### config.mk
export PLATFORM = sky130hd
export DESIGN_NAME = led_status_streamer
export DESIGN_NICKNAME = d
export VERILOG_FILES = /design/src/rtl/led_stream_pkg.sv /design/src/rtl/led_gap_timer.sv /design/src/rtl/led_bit_timer.sv /design/src/rtl/led_shift_hold.sv /design/src/rtl/led_status_streamer.sv
export SDC_FILE = /design/constraint.sdc
export NUM_CORES = 1
export LEC_CHECK = 0
export BUFFER_PORTS_ARGS = -buffer_cell sky130_fd_sc_hd__buf_2
export CAP_MARGIN = 25
export CORE_MARGIN = 2
export CORE_UTILIZATION = 45
export DETAILED_ROUTE_END_ITERATION = 8
export PLACE_DENSITY = 0.74
export SETUP_SLACK_MARGIN = 0.05
export SLEW_MARGIN = 20
export SYNTH_ARGS = -nofsm -noshare
export SYNTH_HDL_FRONTEND = slang
export SYNTH_HIERARCHICAL = 1
export SYNTH_SLANG_ARGS = --single-unit
### constraint.sdc
create_clock -name clk -period 2.08 [get_ports clk]
set_input_delay 0.208 -clock clk [delete_from_list [all_inputs] [get_ports clk]]
set_output_delay 0.208 -clock clk [all_outputs]
set_load 0.01 [all_outputs]
### src/rtl/led_stream_pkg.sv
package led_stream_pkg;

  typedef enum logic {
    ST_GAP   = 1'b0,
    ST_BURST = 1'b1
  } stream_state_e;

  localparam int STATUS_GROUPS = 3;

endpackage

### src/rtl/led_gap_timer.sv
module led_gap_timer #(
  parameter int GAP_CYC = 1000000
) (
  input  logic clk,
  input  logic rst,
  input  logic run,
  output logic done
);

  localparam int CW = (GAP_CYC > 1) ? $clog2(GAP_CYC) : 1;
  localparam logic [CW-1:0] CNT_LAST = CW'(GAP_CYC - 1);

  logic [CW-1:0] cnt_q;

  assign done = run && (cnt_q == CNT_LAST);

  always_ff @(posedge clk) begin
    if (rst || !run || done) begin
      cnt_q <= '0;
    end else begin
      cnt_q <= cnt_q + CW'(1);
    end
  end


  gap_bound_chk: assert property (@(posedge clk) disable iff (rst)
    run |-> (cnt_q <= CNT_LAST));

endmodule

### src/rtl/led_bit_timer.sv
module led_bit_timer #(
  parameter int LOW_CYC  = 15,
  parameter int HIGH_CYC = 1,
  parameter int NUM_BITS = 24
) (
  input  logic clk,
  input  logic rst,
  input  logic run,
  output logic high_phase,
  output logic bit_adv,
  output logic burst_end
);

  localparam int PERIOD = LOW_CYC + HIGH_CYC;
  localparam int SW     = (PERIOD > 1) ? $clog2(PERIOD) : 1;
  localparam int BW     = (NUM_BITS > 1) ? $clog2(NUM_BITS) : 1;
  localparam logic [SW-1:0] SUB_LAST = SW'(PERIOD - 1);
  localparam logic [SW-1:0] SUB_RISE = SW'(LOW_CYC);
  localparam logic [BW-1:0] BIT_LAST = BW'(NUM_BITS - 1);

  logic [SW-1:0] sub_q;
  logic [BW-1:0] bit_q;
  logic          wrap;

  assign wrap       = run && (sub_q == SUB_LAST);
  assign high_phase = run && (sub_q >= SUB_RISE);
  assign bit_adv    = wrap && (bit_q != BIT_LAST);
  assign burst_end  = wrap && (bit_q == BIT_LAST);

  always_ff @(posedge clk) begin
    if (rst || !run) begin
      sub_q <= '0;
      bit_q <= '0;
    end else if (wrap) begin
      sub_q <= '0;
      bit_q <= (bit_q == BIT_LAST) ? '0 : bit_q + BW'(1);
    end else begin
      sub_q <= sub_q + SW'(1);
    end
  end


  sub_range_chk: assert property (@(posedge clk) disable iff (rst)
    sub_q <= SUB_LAST);


  bit_range_chk: assert property (@(posedge clk) disable iff (rst)
    bit_q <= BIT_LAST);

endmodule

### src/rtl/led_shift_hold.sv
module led_shift_hold #(
  parameter int NUM_BITS = 24
) (
  input  logic                clk,
  input  logic                rst,
  input  logic                load,
  input  logic [NUM_BITS-1:0] load_val,
  input  logic                shift,
  output logic                head
);

  logic [NUM_BITS-1:0] hold_q;

  assign head = hold_q[0];

  always_ff @(posedge clk) begin
    if (rst) begin
      hold_q <= '0;
    end else if (load) begin
      hold_q <= load_val;
    end else if (shift) begin
      hold_q <= {1'b0, hold_q[NUM_BITS-1:1]};
    end
  end

endmodule

### src/rtl/led_status_streamer.sv
module led_status_streamer
  import led_stream_pkg::*;
#(
  parameter int NUM_PORTS = 8,
  parameter int LOW_CYC   = 15,
  parameter int HIGH_CYC  = 1,
  parameter int GAP_CYC   = 1000000
) (
  input  logic                 clk,
  input  logic                 rst,
  input  logic [NUM_PORTS-1:0] port_duplex_i,
  input  logic [NUM_PORTS-1:0] port_speed_i,
  input  logic [NUM_PORTS-1:0] port_link_i,
  output logic                 sled_clk_o,
  output logic                 sled_dat_o
);

  localparam int NUM_BITS = STATUS_GROUPS * NUM_PORTS;

  stream_state_e       state_q;
  logic                gap_done;
  logic                high_phase;
  logic                bit_adv;
  logic                burst_end;
  logic                head;
  logic [NUM_BITS-1:0] snap;

  // Stream order: duplex group first, then speed, then link; port 0 leads each group.
  for (genvar g = 0; g < NUM_PORTS; g++) begin : g_pack
    assign snap[g]               = port_duplex_i[g];
    assign snap[NUM_PORTS + g]   = port_speed_i[g];
    assign snap[2*NUM_PORTS + g] = port_link_i[g];
  end

  led_gap_timer #(
    .GAP_CYC (GAP_CYC)
  ) u_gap (
    .clk  (clk),
    .rst  (rst),
    .run  (state_q == ST_GAP),
    .done (gap_done)
  );

  led_bit_timer #(
    .LOW_CYC  (LOW_CYC),
    .HIGH_CYC (HIGH_CYC),
    .NUM_BITS (NUM_BITS)
  ) u_bits (
    .clk        (clk),
    .rst        (rst),
    .run        (state_q == ST_BURST),
    .high_phase (high_phase),
    .bit_adv    (bit_adv),
    .burst_end  (burst_end)
  );

  led_shift_hold #(
    .NUM_BITS (NUM_BITS)
  ) u_hold (
    .clk      (clk),
    .rst      (rst),
    .load     (gap_done),
    .load_val (snap),
    .shift    (bit_adv),
    .head     (head)
  );

  always_ff @(posedge clk) begin
    if (rst) begin
      state_q <= ST_GAP;
    end else begin
      case (state_q)
        ST_GAP:   if (gap_done)  state_q <= ST_BURST;
        ST_BURST: if (burst_end) state_q <= ST_GAP;
        default:                 state_q <= ST_GAP;
      endcase
    end
  end

  always_ff @(posedge clk) begin
    if (rst) begin
      sled_clk_o <= 1'b0;
      sled_dat_o <= 1'b0;
    end else begin
      sled_clk_o <= high_phase;
      sled_dat_o <= (state_q == ST_BURST) && head;
    end
  end


  idle_low_chk: assert property (@(posedge clk) disable iff (rst)
    (state_q == ST_GAP) && $past(state_q == ST_GAP) |-> !sled_clk_o && !sled_dat_o);


  data_hold_chk: assert property (@(posedge clk) disable iff (rst)
    sled_clk_o |-> $stable(sled_dat_o));


  snap_hold_chk: assert property (@(posedge clk) disable iff (rst)
    (state_q == ST_BURST) && $past(state_q == ST_BURST) && !$past(bit_adv) |-> $stable(head));

endmodule

After elaboration in Yosys (flattened, before gate mapping)
Cells that the tools add are included.

storage, ports and cells
  register bits after elaboration = 56
  bits in latches = 0
  RAM bits = 0
  bits in read-only memories = 0
  bits of input ports = 26
  output and inout bits = 2
  word-level logic and storage cells = 34
  memories kept = 0

operators by class
  add/sub/neg operators = 3
  $mul = 0
  div/mod/pow operators = 0
  magnitude comparators = 1
  equal/unequal tests = 4
  shift operators = 0
  multiplexer cells = 6
  bitwise operators = 1
  reduce and logical (&&, ||, !) cells = 12

operators with widths
  kind                     number
  $mux W24                 2
  $add A20 B1 Y20 const B  1
  $eq A20 B20 Y1 const B   1
  $logic_and A1 B1 Y1      6
  $add A5 B1 Y5 const B    1
  $eq A5 B5 Y1 const B     1
  $mux W5                  1
  $ne A5 B5 Y1 const B     1
  $add A4 B1 Y4 const B    1
  $eq A4 B4 Y1 const B     1
  $ge A4 B4 Y1 const B     1
  $logic_or A1 B1 Y1       3
  $mux W1                  2
  $pmux W1 S2              1
  $reduce_bool A2 Y1       1
  $reduce_or A2 Y1         1
  $logic_not A1 Y1         1
  $not A1 Y1               1

Depth between registers and ports, before layout
  depth after elaboration = 5
  gate-level depth with buffers = 8
  gate-level depth less buffers = 6

Hierarchy
The synthesis kept the hierarchy.

modules (own cells, without submodules)
  module               instances  cells an instance  area an instance (um2)  sequential area each (um2)
  led_shift_hold       1          106                1146.1                  480.5
  led_gap_timer        1          108                992.2                   400.4
  led_bit_timer        1          48                 419.2                   180.2
  led_status_streamer  1          10                 100.1                   60.1

Least setup slack after synthesis
Ideal clock, no wire load.

  path type = register -> register
  from = register u_gap.cnt_q[0]
  to = register u_hold.hold_q[12]
  setup time = 0.086 ns
  arrival = 1.860 ns
  data required time = 1.994 ns
  slack = 0.135 ns
  cell stages (with the launch flop) = 9
  path buffers = 2
  period minus slack after synthesis = 1.945 ns
  path through = dfxtp_1 > ha_1 > nand3_4 > or2_1 > buf_6 > nor2_1 > inv_1 > buf_2 > a211oi_1

between the ends
  word-level cells in the longest chain between the ends = 3
  elaborated cells on any way between the ends = 4
  those cells by class = 1 x eq/ne; 1 x mux; 2 x reduce/logical

RTL lines
  element                                         line                       text
  start: declaration                              led_gap_timer.sv:13        logic [CW-1:0] cnt_q;
  start signal: assignment                        led_gap_timer.sv:21        cnt_q <= cnt_q + CW'(1);
  $eq A20 B20 Y1 (*)                              led_gap_timer.sv:15        assign done = run && (cnt_q == CNT_LAST);
  $logic_and A1 B1 Y1 (*)                         led_gap_timer.sv:15
  named net gap_done                              led_status_streamer.sv:21  logic gap_done;
  $mux W24 or $reduce_bool A2 Y1 (tied branches)  --
  end signal: assignment                          led_shift_hold.sv:20       hold_q <= load_val;
  end signal: assignment                          led_shift_hold.sv:22       hold_q <= {1'b0, hold_q[NUM_BITS-1:1]};
  end: declaration                                led_shift_hold.sv:12       logic [NUM_BITS-1:0] hold_q;

The timed path passes the listed nets; every way through them passes the cells marked *.
A chain may end at the register's enable or synchronous reset.

Final worst setup path
  from = register u_gap.cnt_q[0]
  to = register u_hold.hold_q[19]

Same word-level chain as after synthesis.

==> flow_metrics.env <==
export IMPL_outcome="completed"
export IMPL_gp_congestion=0.7399
export IMPL_crit_path_end_kind="flip-flop"
export IMPL_critPathRequiredTime_ps=2270
export IMPL_clock_root_buffer="clkbuf_8"
export IMPL_syn_num_nets=301
export IMPL_synthesis_instances=272
export IMPL_clock_sinks=56
export IMPL_net_switching_power_w=0.0003968
export IMPL_yosys_top_cells_area="dfxtp_1 42%, mux2i_1 8.7%, a211oi_1 5.6%"
export IMPL_clk_pin_slew_ps=100
export IMPL_ys_ff_latch=56
export IMPL_grt_max_degree=28
export IMPL_yosys_warnings=6
export IMPL_clockBufferDepth=2
export IMPL_rows=27
export IMPL_power_w=0.001746
export IMPL_die_area_um2=6537
export IMPL_synth_edf_count=0
export IMPL_cp_buffers_inverters=1
export IMPL_instances_no_fill=373
export IMPL_relSlewSlack=0.7217
export IMPL_h_tree_depth=2
export IMPL_drv_cap=0
export IMPL_hold_viol_final=0
export IMPL_crit_arrival_ps=2100
export IMPL_avgSynthCellArea_um2=9.770
export IMPL_seq_area_frac_synth=0.4218
export IMPL_cp_start_kind="flip-flop"
export IMPL_yosys_area_top_type_share=0.4218
export IMPL_syn_area_um2=2658
export IMPL_path_delay_family="simple AND/OR/NAND/NOR gates"
export IMPL_die_y_um=80.85
export IMPL_fin_crit_sh=0.9183
export IMPL_finalMaxSlewViolations=0
export IMPL_tns_ps=0
export IMPL_io_buffers=27
export IMPL_drc_errors=0
export IMPL_diodes=0
export IMPL_grt_overflow=0
export IMPL_postLayoutCoreUtil=0.5315
export IMPL_antenna_found_initial=0
export IMPL_p_comb_frac=0.030
export IMPL_dp_hpwl_um=3136
export IMPL_cp_cell_sequence="ha_2, nand3_4, or2_4, nor2_4, buf_6, nor2b_1, a211oi_2"
export IMPL_cts_tree="yes"
export IMPL_max_freq_ghz=0.5235
export IMPL_holdCritPathClass="in -> reg"
export IMPL_crit_fanout=26
export IMPL_finClkSkew_ps=14.15
export IMPL_peakVddDrop_mv=0.3044
export IMPL_cts_buffers_inserted=5
export IMPL_ys_async_sr_fraction=0
export IMPL_drt_total_wl_um=4816
export IMPL_switching_share=0.2273
export IMPL_pwr_share_clk=0.349
export IMPL_placedCellCount=360
export IMPL_period_needed_ps=1910
export IMPL_final_cell_mix="56 x dfxtp_1, 27 x buf_2, 24 x nor2b_1, 24 x nor2_1, 23 x mux2i_1"
export IMPL_drive_above_1_share=0.2093
export IMPL_synth_area_leader_cell="dfxtp_1"
export IMPL_synthDistinctLibCells=42
export IMPL_gr_usage_all_layers=0.1576
export IMPL_grt_pass1_vias=1831
export IMPL_finalSetupViolations=0
export IMPL_worst_pin_slew_ps=416.4
export IMPL_slowest_delay_ps=400
export IMPL_power_per_cell_area_nw_per_um2=585.7
export IMPL_drtPass1Iterations=4
export IMPL_grt_first_pass_wirelength_um=8121
export IMPL_viasPerCell=5.287
export IMPL_path_class="reg -> reg"
export IMPL_postCtsHoldBufs=0
export IMPL_p_int_w=0.001349
export IMPL_layout_nets=329
export IMPL_final_common_cell="dfxtp_1"
export IMPL_pwr_share_seq=0.620
export IMPL_fin_hold_ws_ps=158.3
export IMPL_die_w_um=80.85
export IMPL_coreArea_um2=5608
export IMPL_drt_iter0_markers=78
export IMPL_start_util=0.4739
export IMPL_power_leakage_nw=0.9753
export IMPL_slowest_stage="dfxtp_1"
export IMPL_synth_flop_cell="dfxtp_1"
export IMPL_vias=1972
export IMPL_area_delta_synth_final_pct=12.15
export IMPL_io_pins=28
export IMPL_clock_latency_ps=320
export IMPL_ant_nets=0
export IMPL_rrSetupSlack_ps=170
export IMPL_rsz0062_at_grt="no"
export IMPL_wire_per_inst_um=12.91
-- power by group through the flow --
stage               registers (W)  clock network (W)  logic (W)
finish                    0.00108           0.000609  0.0000532
global route              0.00108           0.000675  0.0000604
CTS                       0.00108           0.000632  0.0000538
detailed placement        0.00111                  0  0.0000535
global placement          0.00111                  0  0.0000528
floorplan                 0.00111                  0  0.0000236
-- metal layers --
metal,vias to the layer above,GRT usage,wire length (µm)
met2,33,0.2603,2183
met5,-,0,0
met4,0,0.06610,56
li1,1013,-,-
met1,921,0.2034,2397
met3,5,0.02667,178
-- sequential cells by signal, indices dropped and copies added, names as in the netlist --
signal	cells
u_hold/hold_q	24
sled_clk_o	1
u_bits/bit_q	5
sled_dat_o	1
u_gap/cnt_q	20
u_bits/sub_q	4
state_q	1
-- path summary, 6_finish.rpt --
kind | start | end | cells after the start
max | u_gap/cnt_q[0] | u_hold/hold_q[19] | 7
min | port_link_i[7] | u_hold/hold_q[23] | 3
max reg2reg | u_gap/cnt_q[0] | u_hold/hold_q[19] | 7
min reg2reg | u_hold/hold_q[0] | sled_dat_o | 2
-- worst reg2reg max path, stage by stage (launching register included) --
cell	delay (ps)
dfxtp_1	400
ha_2	240
nand3_4	130
or2_4	300
nor2_4	230
buf_6	240
nor2b_1	200
a211oi_2	60
-- synthesized netlist by cell type (3+ instances only) --
cell type	instances
nand2_1	9
buf_6	4
clkbuf_1	4
a211oi_2	4
buf_2	4
a21oi_1	11
nand4_1	3
nor2b_1	24
nand3_1	7
inv_1	11
ha_1	3
nand4b_1	3
dfxtp_1	56
nand2b_1	3
o21ai_0	7
or3_1	3
a211oi_1	20
nor4_1	4
mux2i_1	23
nor2_1	26
xnor2_1	14
-- cell families (layout without fill, tap and decap cells) --
kind of cell	after synthesis	after routing	synth area share
compound gates	46	46	0.1262
simple gates	103	103	0.2378
buf+inv	25	54	0.06073
flops	56	56	0.4218
mux	23	23	0.08663
fa+ha+maj	3	3	0.01413
xor+xnor	16	16	0.05273
-- through the flow --
| stage | cell area (µm²) | setup slack, ps |
|---|---|---|
| 2_1_floorplan | 2658 | 134.9 |
| 3_3_place_gp | 2800 | 117.5 |
| 3_5_place_dp | 2800 | 7.472 |
| 4_1_cts | 2940 | 53.40 |
| 5_1_grt | 2980 | 45.35 |
| 6_report | 2980 | 170.0 |
-- layout make-up --
cell class                 count  area, µm²
clock inverter                 3      26.28
timing repair buffer          33      196.4
fill                         506       2628
multi-input combinational    191       1418
inverter                      11      45.04
tap                           72      90.09
timing repair inverter         2      15.01
sequential                    56       1121
clock buffer                   5      68.82
-- what timing repair did --
action                     4_1_cts  5_1_grt
setup endpoints to repair       18       24
gates resized for setup          6        6
cloned                           2        0
pin swaps                        0        2
setup buffers                    2        1
Power figures use the tool's default switching activity.
